--- config.mk ---
export PLATFORM = sky130hd
export DESIGN_NAME = adc_serial_seq
export DESIGN_NICKNAME = d
export VERILOG_FILES = /design/src/rtl/adc_serial_seq.sv
export SDC_FILE = /design/constraint.sdc
export NUM_CORES = 1
export LEC_CHECK = 0
export ABC_CLOCK_PERIOD_IN_PS = 2100
export BUFFER_PORTS_ARGS = -buffer_cell sky130_fd_sc_hd__clkbuf_2
export CORE_UTILIZATION = 53
export CTS_CLUSTER_DIAMETER = 200
export CTS_CLUSTER_SIZE = 14
export DETAILED_ROUTE_END_ITERATION = 10
export GPL_ROUTABILITY_DRIVEN = 0
export GPL_TIMING_DRIVEN = 0
export PLACE_DENSITY = 0.75
export SLEW_MARGIN = 20
export SYNTH_ARGS = -nofsm -noshare
export SYNTH_HDL_FRONTEND = slang
export SYNTH_SLANG_ARGS = --single-unit
--- constraint.sdc ---
create_clock -name clk -period 2.1 [get_ports clk]
set_clock_uncertainty 0.15 [all_clocks]
set_input_delay 0.105 -clock clk [delete_from_list [all_inputs] [get_ports clk]]
set_output_delay 0.105 -clock clk [all_outputs]
set_load 0.02 [all_outputs]
--- src/rtl/adc_serial_seq.sv ---
module adc_serial_seq #(
  parameter int SYNC_STAGES = 2
) (
  input  logic        clk,
  input  logic        rst_n,
  input  logic        cs_n,
  input  logic        io_clk,
  input  logic        sdi,
  output logic        sdo,
  output logic        sdo_oe,
  output logic        eoc,
  output logic        conv_start,
  output logic        sample_en,
  output logic [3:0]  conv_chan,
  output logic        pwr_down,
  input  logic        conv_done,
  input  logic [11:0] conv_result,
  output logic [4:0]  dbg_bitcnt,
  output logic        dbg_abort
);
  localparam int RES_W = 12;
  localparam int OUT_W = RES_W + 4;
  localparam int CMD_W = 8;
  localparam logic [3:0] CMD_N   = 4'(CMD_W);
  localparam logic [3:0] PD_ADDR = 4'hE;

  logic [SYNC_STAGES-1:0] clk_sync, cs_sync;
  logic clk_q, cs_q;
  logic [3:0] rise_cnt;
  logic [4:0] fall_cnt;
  logic [CMD_W-1:0] cmd_sr;
  logic [3:0] cmd_reg;
  logic [OUT_W-1:0] out_word, out_sr, fmt;
  logic [RES_W-1:0] res_f, res_r;
  logic [4:0] frame_len;

  always_ff @(posedge clk or negedge rst_n) begin
    if (!rst_n) begin
      clk_sync <= '0;
      cs_sync  <= '1;
      clk_q    <= 1'b0;
      cs_q     <= 1'b1;
    end else begin
      clk_sync <= {clk_sync[SYNC_STAGES-2:0], io_clk};
      cs_sync  <= {cs_sync[SYNC_STAGES-2:0], cs_n};
      clk_q    <= clk_sync[SYNC_STAGES-1];
      cs_q     <= cs_sync[SYNC_STAGES-1];
    end
  end

  wire clk_s    = clk_sync[SYNC_STAGES-1];
  wire cs_s     = cs_sync[SYNC_STAGES-1];
  wire cs_fall  = cs_q & ~cs_s;
  wire cs_rise  = ~cs_q & cs_s;
  wire live     = ~cs_s & ~cs_q & eoc;
  wire io_rise  = live & clk_s & ~clk_q;
  wire io_fall  = live & ~clk_s & clk_q;
  wire in_frame = (rise_cnt != 4'd0) | (fall_cnt != 5'd0);

  assign frame_len = (cmd_sr[3:2] == 2'b01) ? 5'd8 :
                     (cmd_sr[3:2] == 2'b11) ? 5'd16 : 5'd12;
  wire last_fall = io_fall & (fall_cnt + 5'd1 == frame_len);

  assign res_f = {conv_result[RES_W-1] ^ cmd_reg[0], conv_result[RES_W-2:0]};

  always_comb
    for (int i = 0; i < RES_W; i++) res_r[i] = res_f[RES_W-1-i];

  always_comb
    case ({cmd_reg[1], cmd_reg[3:2]})
      3'b101:        fmt = {res_r[7:0], 8'h00};
      3'b111:        fmt = {4'h0, res_r};
      3'b100, 3'b110: fmt = {res_r, 4'h0};
      default:       fmt = {res_f, 4'h0};
    endcase

  always_ff @(posedge clk or negedge rst_n) begin
    if (!rst_n) begin
      rise_cnt   <= '0;
      fall_cnt   <= '0;
      cmd_sr     <= '0;
      cmd_reg    <= '0;
      out_word   <= '0;
      out_sr     <= '0;
      eoc        <= 1'b1;
      conv_start <= 1'b0;
      sample_en  <= 1'b0;
      conv_chan  <= '0;
      pwr_down   <= 1'b0;
      dbg_abort  <= 1'b0;
    end else begin
      conv_start <= 1'b0;
      if (cs_fall) begin
        rise_cnt  <= '0;
        fall_cnt  <= '0;
        out_sr    <= out_word;
        dbg_abort <= 1'b0;
      end else if (cs_rise) begin
        rise_cnt  <= '0;
        fall_cnt  <= '0;
        sample_en <= 1'b0;
        if (in_frame) dbg_abort <= 1'b1;
      end else begin
        if (io_rise && rise_cnt != CMD_N) begin
          cmd_sr   <= {cmd_sr[CMD_W-2:0], sdi};
          rise_cnt <= rise_cnt + 4'd1;
        end
        if (io_fall) begin
          out_sr <= {out_sr[OUT_W-2:0], 1'b0};
          if (last_fall) begin
            rise_cnt  <= '0;
            fall_cnt  <= '0;
            cmd_reg   <= cmd_sr[3:0];
            sample_en <= 1'b0;
            if (!pwr_down) begin
              eoc        <= 1'b0;
              conv_start <= 1'b1;
            end
          end else begin
            fall_cnt <= fall_cnt + 5'd1;
            if (fall_cnt == 5'd3) begin
              conv_chan <= cmd_sr[3:0];
              pwr_down  <= (cmd_sr[3:0] == PD_ADDR);
              sample_en <= (cmd_sr[3:0] != PD_ADDR);
            end
          end
        end
      end
      if (!eoc && conv_done) begin
        out_word <= fmt;
        out_sr   <= fmt;
        eoc      <= 1'b1;
      end
    end
  end

  assign sdo        = eoc & out_sr[OUT_W-1];
  assign sdo_oe     = ~cs_q;
  assign dbg_bitcnt = fall_cnt;
endmodule


==> flow_summary.toml <==
[setup_path]
critical_path_class = "reg2reg"
cp-end-kind = "register"
critical_path.cell_chain = "buf_4, inv_1, or4_4, o311ai_4, nand4b_4, mux2_4"
cp_slowest_cell = "or4_4"
critPathLaunchType = "register"
critPathMaxStageDelay_ns = 0.51
critPathMaxFanout = 10
worstPathRequired_ns = 2.16
cp.arrival_ns = 2.15

[grt]
grt_pass1_wl_um = 12500
overflow = 0
grt_antenna_before_repair = 0
grt_max_degree = 37
grt_pass1_vias = 2507
grtUsageTotal = 0.257

[die]
rows = 28
core_area_mm2 = 0.00599
fp.dieH_um = 81.1
ios = 34
start_util = 0.553
die_x_um = 81.1
die_area_mm2 = 0.00657

[logic_synthesis]
ys_types = 54
synth-edff-count = 0
postSynthCellCount = 323
synth_nets = 349
yosysWarnings = 0
ys_dominant_reg_cell = "dfrtp_1"
synth-seq-cells = 64
netlist_area_mm2 = 0.00331
ys_seq_area_frac = 0.485
syn_avg_cell_area_um2 = 10.3
async_flop_share = 1.00

[route]
ant_nets = 0
first_pass_iters = 7
drc = 0
drt_iter0_drc = 245
via_count = 2811
totalWireLength_um = 7940
avgViaCountPerCell = 6.05
wl_per_cell_um = 17.1

[clock_network]
clock-sinks = 64
clk_pin_slew_ns = 0.08
cts_inserted_buffers = 9
cts_max_level = 3
cts_buffer_depth = 2
cts_root_buf = "clkbuf_8"
clock_latency_ns = 0.34
cts_tree = "built"

[placement]
dp_hpwl_um = 5240
portBuffers = 33

[finish]
syn_to_final_growth_pct = 23.9
nFillCells = 446
antenna_cells = 0
multiInputGateArea_mm2 = 0.00172
finalNetCount = 411
seqCellArea_mm2 = 0.00161
drive_above_1_share = 0.310

[sta]
max_freq_mhz = 479
slew_viol_final = 0
min_period_over_period = 0.994
tightest_slew_ns = 0.577
hold_viol = 0
setup_viol = 0
period_minus_slack_ns = 2.09
fin_tns_setup_ns = 0
slew_headroom = 0.613

[run]
maxCapViolCount = 0

[worst_hold_path]
min_path_type = "in2reg"

[power_and_ir_drop]
total_power_mw = 3.31
p_leak_nw = 1.92
powerDensity_mw_per_mm2 = 806
ir_drop_v = 0.000502

[run_status]
outcome = "completed"
placed cells by master, fill, tap and decap left out, types with 8 or more instances in the layout:
cell | netlist | layout
nor2_1 | 34 | 30
mux2i_1 | 12 | 12
dfrtp_1 | 60 | 56
clkbuf_2 | 0 | 34
a211oi_1 | 11 | 10
buf_4 | 1 | 11
clkbuf_8 | 0 | 11
nand2_1 | 29 | 29
a21oi_1 | 19 | 18
mux2_2 | 15 | 15
a21o_1 | 12 | 12
o21ai_0 | 16 | 15
dlygate4sd3_1 | 0 | 8
inv_1 | 9 | 8
through the flow:
step	instances	setup slack (ns)	util	area, um2	hold slack, ns
2_1_floorplan	323	0.00658	-	3330	-0.341
3_5_place_dp	432	-0.309	0.602	3610	-0.0578
4_1_cts	460	0.00454	0.661	3960	0.0123
3_3_place_gp	431	-0.264	0.599	3590	0.0434
6_report	465	0.0126	0.685	4100	0.0420
5_1_grt	465	-0.0416	0.685	4100	0.0304
cell usage after synthesis (5+ instances only):
| cell | number | area [um2] |
|---|---|---|
| dfrtp_1 | 60 | 1500 |
| nor2_1 | 34 | 128 |
| nand2_1 | 29 | 109 |
| a21oi_1 | 19 | 95.1 |
| o21ai_0 | 16 | 80.1 |
| mux2_2 | 15 | 169 |
| a21o_1 | 12 | 90.1 |
| mux2i_1 | 12 | 120 |
| a211oi_1 | 11 | 82.6 |
| inv_1 | 9 | 33.8 |
| ha_1 | 8 | 100 |
| clkbuf_1 | 7 | 26.3 |
| nand3_1 | 7 | 35.0 |
| nor3_1 | 5 | 25.0 |
worst max-delay path, delay by kind of cell (launching register included):
kind                   cells  cell delay, ns
buffers and inverters      2            0.29
AO/OA/AOI/OAI              1            0.10
multiplexers               1            0.34
flip-flops                 1            0.38
AND/OR/NAND/NOR            2            0.71
area by class of cell:
type,instances,share of cell area
Multi-Input combinational cell,233,0.420
Sequential cell,64,0.393
Timing Repair Buffer,51,0.0826
Clock buffer,13,0.0387
Tap cell,75,0.0229
Buffer,15,0.0223
Clock inverter,3,0.0104
Inverter,11,0.0101
timing repair:
item,in CTS,in global routing
pin swaps,5,5
gates resized for setup,15,32
endpoints found under the setup margin,41,36
buffers inserted,4,5
endpoints found under the hold margin,69,0
hold buffers,8,0
layer usage:
metal  global-route usage  routed length [um]
met5                    0                   0
met3               0.0539                 437
met2                0.371                3640
met4                0.116                 173
met1                0.371                3690
power by group:
part	total [mW]	switching, mW	internal, mW
combinational	0.738	0.403	0.336
sequential	1.50	0.110	1.39
clock	1.07	0.459	0.613
total	3.31	0.972	2.33
cells by family after synthesis:
family                     Yosys count  share of synthesized area
and+or+nand+nor                     99                      0.148
AOI/OAI and AO/OA                   88                      0.182
DFF                                 64                      0.485
muxes                               30                      0.101
buffers and inverters               26                     0.0321
xor gates and xnor gates             8                     0.0212
adders and majority gates            8                     0.0302
path summary, 6_finish.rpt:
check | startpoint | end | slack, ns | cells after the start
worst max-delay path | dbg_bitcnt[4] | cmd_reg[3] | 0.01 | 6
worst min-delay path | conv_result[6] | out_word[10] | 0.04 | 3
worst max register to register | dbg_bitcnt[4] | cmd_reg[3] | 0.01 | 6
worst min register to register | clk_sync[0] | clk_sync[1] | 0.20 | 0
max in group asynchronous | rst_n | cs_sync[0] | 1.08 | 3
min in group asynchronous | rst_n | dbg_bitcnt[0] | 0.11 | 2
Note: power is estimated with default switching activity, not from simulation.
